--- src/rtl/phy_tport_bridge.sv ---
module phy_tport_bridge #(
  parameter int REQ_W = 12,
  parameter int PW    = 8,
  parameter int DIV_W = 8,
  parameter int SET_W = 12
) (
  input  logic             clk,
  input  logic             rst_n,
  input  logic             req,
  input  logic             req_wr,
  input  logic             req_clr,
  input  logic [REQ_W-1:0] req_addr,
  input  logic [REQ_W-1:0] req_wdata,
  input  logic [DIV_W-1:0] half_div,
  input  logic [SET_W-1:0] settle,
  output logic             ack,
  output logic             err,
  output logic [PW-1:0]    rdata,
  output logic             busy,
  output logic             tp_clr,
  output logic             tp_clk,
  output logic             tp_en,
  output logic [PW-1:0]    tp_din,
  input  logic [PW-1:0]    tp_dout
);
  localparam int TW = (DIV_W > SET_W) ? DIV_W : SET_W;

  typedef enum logic [3:0] {
    S_IDLE, S_ASET, S_AHI, S_ALO, S_DSET, S_DHI, S_DLO,
    S_WAIT, S_CPRE, S_CHI, S_CPOST, S_DONE
  } st_t;

  st_t           st;
  logic [TW-1:0] tmr;
  logic [PW-1:0] din_q, dat_q;
  logic          wr_q;

  wire addr_big = |req_addr[REQ_W-1:PW];
  wire data_big = |req_wdata[REQ_W-1:PW];
  wire seg_end  = (tmr == '0);
  wire [TW-1:0] seg_len = TW'(half_div);

  assign ack    = (st == S_DONE);
  assign busy   = (st != S_IDLE);
  assign tp_en  = (st == S_ASET) || (st == S_AHI) || (st == S_ALO);
  assign tp_clk = (st == S_AHI) || (st == S_DHI);
  assign tp_clr = (st == S_CHI);
  assign tp_din = din_q;

  always_ff @(posedge clk or negedge rst_n) begin
    if (!rst_n) begin
      st    <= S_IDLE;
      tmr   <= '0;
      din_q <= '0;
      dat_q <= '0;
      wr_q  <= 1'b0;
      err   <= 1'b0;
      rdata <= '0;
    end else begin
      case (st)
        S_IDLE: if (req) begin
          tmr <= seg_len;
          if (req_clr) begin
            err <= 1'b0;
            st  <= S_CPRE;
          end else if (addr_big || (req_wr && data_big)) begin
            err <= 1'b1;
            st  <= S_DONE;
          end else begin
            err   <= 1'b0;
            wr_q  <= req_wr;
            din_q <= req_addr[PW-1:0];
            dat_q <= req_wdata[PW-1:0];
            st    <= S_ASET;
          end
        end
        S_ASET: if (seg_end) begin tmr <= seg_len; st <= S_AHI; end
                else tmr <= tmr - 1'b1;
        S_AHI:  if (seg_end) begin tmr <= seg_len; st <= S_ALO; end
                else tmr <= tmr - 1'b1;
        S_ALO:  if (seg_end) begin
                  if (wr_q) begin
                    tmr   <= seg_len;
                    din_q <= dat_q;
                    st    <= S_DSET;
                  end else begin
                    tmr <= TW'(settle);
                    st  <= S_WAIT;
                  end
                end else tmr <= tmr - 1'b1;
        S_DSET: if (seg_end) begin tmr <= seg_len; st <= S_DHI; end
                else tmr <= tmr - 1'b1;
        S_DHI:  if (seg_end) begin tmr <= seg_len; st <= S_DLO; end
                else tmr <= tmr - 1'b1;
        S_DLO:  if (seg_end) st <= S_DONE;
                else tmr <= tmr - 1'b1;
        S_WAIT: if (seg_end) begin rdata <= tp_dout; st <= S_DONE; end
                else tmr <= tmr - 1'b1;
        S_CPRE: if (seg_end) begin tmr <= seg_len; st <= S_CHI; end
                else tmr <= tmr - 1'b1;
        S_CHI:  if (seg_end) begin tmr <= seg_len; st <= S_CPOST; end
                else tmr <= tmr - 1'b1;
        S_CPOST: if (seg_end) st <= S_DONE;
                 else tmr <= tmr - 1'b1;
        default: st <= S_IDLE;
      endcase
    end
  end


  ack_single_chk: assert property (@(posedge clk) disable iff (!rst_n)
    ack |=> !ack);


  din_hold_chk: assert property (@(posedge clk) disable iff (!rst_n)
    (tp_clk && $past(tp_clk)) |-> $stable(tp_din));


  en_fall_chk: assert property (@(posedge clk) disable iff (!rst_n)
    $fell(tp_en) |-> !tp_clk && !$past(tp_clk));


  reject_fast_chk: assert property (@(posedge clk) disable iff (!rst_n)
    (ack && err) |-> !$past(busy));


  clr_quiet_chk: assert property (@(posedge clk) disable iff (!rst_n)
    $rose(tp_clr) |-> !$past(tp_en) && !$past(tp_clk));
endmodule

--- config.mk ---
export PLATFORM = sky130hd
export DESIGN_NAME = phy_tport_bridge
export DESIGN_NICKNAME = d
export VERILOG_FILES = /design/src/rtl/phy_tport_bridge.sv
export SDC_FILE = /design/constraint.sdc
export NUM_CORES = 1
export LEC_CHECK = 0
export ABC_AREA = 1
export BUFFER_PORTS_ARGS = -buffer_cell sky130_fd_sc_hd__buf_4
export CORE_UTILIZATION = 40
export DETAILED_ROUTE_END_ITERATION = 6
export HOLD_SLACK_MARGIN = 0.05
export PLACE_DENSITY = 0.7
export SLEW_MARGIN = 30
export SYNTH_ARGS = -nofsm -noshare
export SYNTH_HDL_FRONTEND = slang
export SYNTH_SLANG_ARGS = --single-unit
--- constraint.sdc ---
create_clock -name clk -period 1.9 [get_ports clk]
set_input_delay 0 -clock clk [delete_from_list [all_inputs] [get_ports clk]]
set_output_delay 0 -clock clk [all_outputs]
set_load 0.01 [all_outputs]
==> load_flow_metrics.sql, run 1 <==
INSERT INTO impl_metrics (metric_group, metric, value, unit) VALUES
('status', 'run_status', 'completed', ''),
('floorplanning', 'die_height', '87.7', 'um'),
('setup_path', 'peak_per_stage_delay_on_the_critical_path', '470', 'ps'),
('route', 'drt-vias-per-instance', '4.95', ''),
('sta', 'setup_slack', '124', 'ps'),
('floorplanning', 'core_region_area', '6940', 'um^2'),
('finish', 'nFillCells', '658', ''),
('sta', 'unrepaired_setup_endpoints_after_global_routing', 'no', ''),
('sta', 'tightestPinTransition', '542', 'ps'),
('finish', 'final_area', '4010', 'um^2'),
('grt', 'globalRouteTotalUtil', '0.221', ''),
('logic_synthesis', 'ys_types', '36', ''),
('grt', 'grt_pass1_vias', '2931', ''),
('logic_synthesis', 'postSynthCellCount', '415', ''),
('sta', 'timing.fmax', '563', 'MHz'),
('setup_path', 'path_buf_inv', '2', ''),
('cts', 'postCtsSetupRepairBufs', '0', ''),
('finish', 'n_antenna_cell', '0', ''),
('floorplanning', 'floorplan.die.width', '87.7', 'um'),
('cts', 'cts_made_buffers', '5', ''),
('finish', 'final_core_utilization', '0.577', ''),
('route', 'route.detailed.wl_per_inst', '13.0', 'um'),
('setup_path', 'worstRegToRegCells', '10', ''),
('sta', 'final.period_utilization', '0.935', ''),
('setup_path', 'cp_top_family', 'simple AND/OR/NAND/NOR gates', ''),
('sta', 'clock-skew-final', '5.26', 'ps'),
('placement', 'place_area', '3640', 'um^2'),
('finish', 'regArea', '1050', 'um^2'),
('finish', 'most_frequent_standard_cell_in_the_layout_excluding_fill_and_tap_cells', 'nand2_1', ''),
('sta', 'report.final.hold_viol_count', '0', ''),
('setup_path', 'cp-start-kind', 'flip-flop', ''),
('sta', 'setup_violations', '0', ''),
('cts', 'numClockSinks', '42', ''),
('grt', 'grt_max_degree', '43', ''),
('route', 'route.detailed.drc', '0', ''),
('finish', 'post_synthesis_to_final_layout_area_growth', '36.6', '%'),
('setup_path', 'criticalPathCategory', 'flip-flop to flip-flop', ''),
('cts', 'clock-root-buffer', 'clkbuf_8', ''),
('finish', 'multi_input_comb_area', '1690', 'um^2'),
('logic_synthesis', 'syn_area', '2940', 'um^2'),
('placement', 'port-buffer-count', '78', ''),
('sta', 'finalCriticalPeriod', '1780', 'ps'),
('setup_path', 'crit_top_cell', 'nand2_4', ''),
('setup_path', 'cp_cell_sequence', 'nand2_1, inv_2, nand2_4, inv_2, nand2_4, nand2_4, nor2_4, nand2_4, nand2_1, nand2_1', ''),
('cts', 'clk_transition_reported_paths', '80', 'ps'),
('setup_path', 'reg2reg_from', 'st[0]', ''),
('setup_path', 'rr_endpoint', 'tp_din[2]', ''),
('setup_path', 'critical_path.endpoint_type', 'flip-flop', ''),
('setup_path', 'worst-path-max-fanout', '18', ''),
('finish', 'finalNetCount', '583', ''),
('logic_synthesis', 'post-synth-top-area-fraction', '0.358', ''),
('logic_synthesis', 'yosys_most_used_dff', 'dfrtp_1', ''),
('logic_synthesis', 'synth_seq_area_share', '0.358', ''),
('setup_path', 'reg2reg_setup_slack', '120', 'ps'),
('grt', 'grt_first_pass_wirelength', '13200', 'um'),
('pwr', 'design_power_total', '0.00568', 'W'),
('placement', 'preCtsSetupSlack', '134', 'ps'),
('logic_synthesis', 'synthesis.nets', '474', ''),
('logic_synthesis', 'ys_async_sr_fraction', '1.00', ''),
('route', 'routed_wirelength', '8100', 'um'),
('placement', 'place.detailed.hpwl', '5940', 'um'),
('setup_path', 'worst-endpoint-arrival', '1960', 'ps'),
('pwr', 'worst_ir_drop_vdd', '0.00101', 'V'),
('logic_synthesis', 'synth.top_cells.by_area', 'dfrtp_1, nand2_1, nand3_1, inv_1, mux2_4', ''),
('logic_synthesis', 'biggest_area_consumer_among_synthesized_cells', 'dfrtp_1', ''),
('finish', 'final_layout_size_suffix_gt1_frac', '0.267', ''),
('sta', 'headroom_to_the_max_slew_limit', '0.639', ''),
('min_path', 'hold_path_class', 'input pin to flip-flop', ''),
('pwr', 'static-leakage-power', '2.09', 'nW'),
('floorplanning', 'fp-row-count', '30', ''),
('route', 'final_antenna_net_count', '0', '');
-- flip-flops by register name, summed over array words and instances, names as in the netlist --
| signal | count |
|---|---|
| tmr | 12 |
| dat_q | 8 |
| rdata | 8 |
| tp_din | 8 |
| st | 4 |
| err | 1 |
| wr_q | 1 |
-- worst min-delay path by stage --
stage                startpoint        to  slack (ps)  depth (start not counted)
finish              half_div[0]    tmr[0]          50                          5
global route        half_div[0]    tmr[0]          80                          5
CTS                 half_div[0]    tmr[0]          50                          5
detailed placement        rst_n     st[0]          20                          1
global placement          rst_n     st[3]          20                          1
floorplan                 rst_n  dat_q[0]        -300                          0
-- power by group --
| group | internal (W) | switching (W) |
|---|---|---|
| Sequential | 0.00118 | 0.000290 |
| Combinational | 0.00131 | 0.00228 |
| Clock | 0.000293 | 0.000324 |
-- Yosys cell counts (2+ instances only) --
library cell,count
mux2_4,8
nand3_1,54
nand2_4,5
o21ai_0,22
xor2_1,3
nand4_1,12
nand2_1,139
or2_0,3
o21ai_1,7
inv_2,9
nor2_1,26
dfrtp_1,42
nor3_1,2
o21ai_2,2
a21oi_1,8
inv_1,33
nor2_4,6
xnor2_1,2
nor2_2,4
buf_2,4
ha_1,2
clkbuf_1,3
nand2_2,6
-- stage by stage --
stage | hold slack, ps | cells
finish | 49.0 | 621
global placement | 23.9 | 586
floorplan | -296 | 415
global route | 76.0 | 621
detailed placement | 21.7 | 586
CTS | 50.1 | 620
-- cells by family after synthesis --
group / count (synthesis) / share of synthesized area
buffers and inverters: 52 / 0.0729
AO/OA/AOI/OAI: 43 / 0.0827
XOR/XNOR: 5 / 0.0149
adder cells (fa/ha/maj): 2 / 0.00852
flip-flops: 42 / 0.358
multiplexers: 8 / 0.0409
AND/OR/NAND/NOR: 263 / 0.422
-- cell type report --
class / count / share of cell area
multi-input combinational: 322 / 0.421
sequential: 42 / 0.262
timing repair buffer: 110 / 0.222
inverter: 43 / 0.0409
tap: 96 / 0.0300
clock buffer: 6 / 0.0206
clock inverter: 2 / 0.00312
-- metal layers --
layer / vias to the layer above / wire (um) / global-route usage / share of wire
met5: - / 0 / 0 / 0
met4: 0 / 110 / 0.0596 / 0.014
met3: 9 / 341 / 0.0273 / 0.042
met2: 77 / 3910 / 0.366 / 0.48
met1: 1425 / 3740 / 0.305 / 0.46
li1: 1566 / - / - / -
-- tightest hold or removal path, delay by kind of cell --
kind	cells	cell delay (ps)
buffers and inverters	1	90
AND/OR/NAND/NOR	4	230
-- what timing repair did --
action                                  in CTS  in global routing
gates resized for setup                      0                  3
endpoints found under the hold margin       66                  0
endpoints found under the setup margin       0                 30
hold buffers                                26                  0
(Power assumes the default switching activity.)
==> run 2, diff against run 1 <==
Settings changed: REMOVE_ABC_BUFFERS from default to 1.
==> run 2 against run 1 <==
Compared with the run above: wire length is 0.48% higher; hold slack better by 19 ps; clock power is 39% higher; via count is 1.3% higher; sequential share of layout area is 0.37 points lower; global-route usage is 0.15 points lower; total power is 4.0% higher; die area stayed put; cell count is 0.48% higher; critical path depth is 4 lower; final area is 1.8% higher; critical path type unchanged.
==> load_flow_metrics.sql, run 2 (synthesized netlist as in run 1, its figures left out) <==
INSERT INTO impl_metrics (metric_group, metric, value, unit) VALUES
('grt', 'globalRouteTotalUtil', '0.219', ''),
('route', 'drt-vias-per-instance', '4.99', ''),
('pwr', 'power_per_cell_area', '1450', 'nW/um^2'),
('sta', 'finalCriticalPeriod', '1820', 'ps'),
('cts', 'clock-root-buffer', 'clkbuf_8', ''),
('finish', 'final_core_utilization', '0.588', ''),
('min_path', 'hold_path_class', 'input pin to flip-flop', ''),
('placement', 'port-buffer-count', '78', ''),
('floorplanning', 'floorplan.die.width', '87.7', 'um'),
('sta', 'timing.fmax', '548', 'MHz'),
('setup_path', 'worst-endpoint-required', '2140', 'ps'),
('finish', 'mostFrequentLayoutCells', 'nand2_1, buf_4, nand3_1, dfrtp_1, inv_1', ''),
('floorplanning', 'start_util', '0.423', ''),
('sta', 'final.period_utilization', '0.960', ''),
('setup_path', 'cp_cell_sequence', 'nor2_4, nand2_2, nor2_1, nand2_1, o21ai_0, dlygate4sd3_1', ''),
('grt', 'grt_max_degree', '43', ''),
('cts', 'postCtsSetupRepairBufs', '0', ''),
('cts', 'numClockSinks', '42', ''),
('floorplanning', 'core_region_area', '6940', 'um^2'),
('sta', 'tightestPinTransition', '534', 'ps'),
('route', 'route.detailed.wl_per_inst', '13.0', 'um'),
('cts', 'tritoncts_clock_tree', 'built', ''),
('floorplanning', 'die_height', '87.7', 'um'),
('sta', 'unrepaired_setup_endpoints_after_global_routing', 'yes', ''),
('status', 'run_status', 'completed', ''),
('sta', 'headroom_to_the_max_slew_limit', '0.644', ''),
('finish', 'finalNetCount', '586', ''),
('cts', 'max-clock-path-buffers', '2', ''),
('grt', 'grt_first_pass_wirelength', '13200', 'um'),
('finish', 'final_area', '4080', 'um^2'),
('route', 'vias', '3116', ''),
('placement', 'finalWeightedCongestion', '0.943', ''),
('floorplanning', 'fp-row-count', '30', ''),
('cts', 'cts_made_buffers', '5', ''),
('setup_path', 'criticalPathCategory', 'flip-flop to flip-flop', ''),
('route', 'routed_wirelength', '8140', 'um'),
('pwr', 'power_frac_clock', '0.145', ''),
('pwr', 'share_seq_of_total_power', '0.250', ''),
('setup_path', 'cp-start-kind', 'flip-flop', ''),
('setup_path', 'peak_per_stage_delay_on_the_critical_path', '550', 'ps'),
('pwr', 'power_frac_comb', '0.604', ''),
('floorplanning', 'boundaryPins', '79', ''),
('route', 'drt_first_iter_violations', '135', ''),
('setup_path', 'worst-endpoint-arrival', '2060', 'ps'),
('sta', 'clock-skew-final', '7.38', 'ps'),
('pwr', 'design_power_total', '0.00591', 'W'),
('pwr', 'netSwitchingPower', '0.00285', 'W'),
('pwr', 'p_int', '0.00306', 'W'),
('route', 'pre_repair_dr_iteration_count', '4', ''),
('sta', 'report.final.hold_viol_count', '0', ''),
('placement', 'place_area', '3640', 'um^2'),
('cts', 'clk_transition_reported_paths', '80', 'ps'),
('route', 'route.detailed.drc', '0', ''),
('sta', 'maxSlewViolCount', '0', ''),
('setup_path', 'critical_path.endpoint_type', 'flip-flop', ''),
('route', 'final_antenna_net_count', '0', ''),
('grt', 'grt_pass1_vias', '2918', ''),
('finish', 'largest-register', 'tmr', ''),
('finish', 'most_frequent_standard_cell_in_the_layout_excluding_fill_and_tap_cells', 'nand2_1', ''),
('setup_path', 'worst-path-max-fanout', '8', ''),
('finish', 'final_layout_size_suffix_gt1_frac', '0.275', ''),
('cts', 'h-tree-depth', '2', ''),
('flow_run', 'drv.max_cap_violation_count', '0', ''),
('pwr', 'static-leakage-power', '2.12', 'nW'),
('grt', 'gr-total-overflow', '0', ''),
('floorplanning', 'design.die.area', '7690', 'um^2'),
('finish', 'post_synthesis_to_final_layout_area_growth', '39.0', '%'),
('setup_path', 'cp_slowest_cell', 'dlygate4sd3_1', ''),
('pwr', 'worst_ir_drop_vdd', '0.000873', 'V'),
('sta', 'setup_violations', '0', ''),
('finish', 'largest_register_ff_count', '12', ''),
('pwr', 'power.share.switching', '0.483', ''),
('grt', 'grt_antenna_before_repair', '0', ''),
('cts', 'insertion_delay', '300', 'ps'),
('placement', 'place.detailed.hpwl', '6030', 'um'),
('finish', 'n_antenna_cell', '0', '');
run 2: changes by cell type in the layout (fill, tap and decap cells not counted), moves of 2 or more:
cell	change
bufinv_16	+2
dfrtp_1	-3
dfrtp_2	+3
dlygate4sd3_1	+2
run 2: final timing paths:
check / to / start / depth (start not counted) / slack [ps]
worst max-delay path: err / st[2] / 6 / 80
worst max register to register: err / st[2] / 6 / 80
max in group asynchronous: st[3] / rst_n / 2 / 1280
min in group asynchronous: rdata[6] / rst_n / 2 / 220
worst min-delay path: tmr[1] / half_div[1] / 5 / 70
worst min register to register: tp_din[1] / tp_din[1] / 2 / 490
run 2: through the flow:
step                      instances  setup TNS, ps  worst slack, ps  hold slack [ps]
after floorplan                 406              0             63.1             -296
after global placement          587              0              165             13.7
after detailed placement        587              0              136             31.2
after CTS                       623              0             32.9             63.1
after global routing            624          -96.3            -23.4             98.9
final                           624              0             75.7             68.1
run 2: per-layer routing:
layer | up-vias | global-route usage | wire (um) | part of all wire
met3 | 12 | 0.0377 | 326 | 0.040
met5 | - | 0 | 0 | 0
met2 | 75 | 0.373 | 4140 | 0.51
met1 | 1455 | 0.288 | 3550 | 0.44
met4 | 0 | 0.0596 | 132 | 0.016
li1 | 1574 | - | - | -
run 2: repair_timing:
item	in CTS	in global routing
hold buffers	28	0
setup endpoints to repair	0	22
hold endpoints to repair	68	0
resized for setup	0	6
run 2: area by class of cell:
class                           instances  area, um^2
Clock inverter                          3        68.8
Inverter                               43         164
Fill cell                             626        2860
Tap cell                               96         120
Timing Repair Buffer                  113         918
Clock buffer                            5        68.8
Multi-Input combinational cell        322        1690
Sequential cell                        42        1050
run 2: critical path, delay by kind of cell, from the launching register on:
kind	cells	cell delay, ps
AO/OA/AOI/OAI	1	130
buffers and inverters	1	550
flip-flops	1	480
AND/OR/NAND/NOR	4	600
run 2: power by group through the flow:
stage | clock network [W] | registers, W | logic [W]
3_5_place_dp | 0 | 0.00148 | 0.00344
5_1_grt | 0.000907 | 0.00151 | 0.00398
4_1_cts | 0.000877 | 0.00147 | 0.00351
6_report | 0.000858 | 0.00148 | 0.00357
3_3_place_gp | 0 | 0.00147 | 0.00339
2_1_floorplan | 0 | 0.00147 | 0.00235
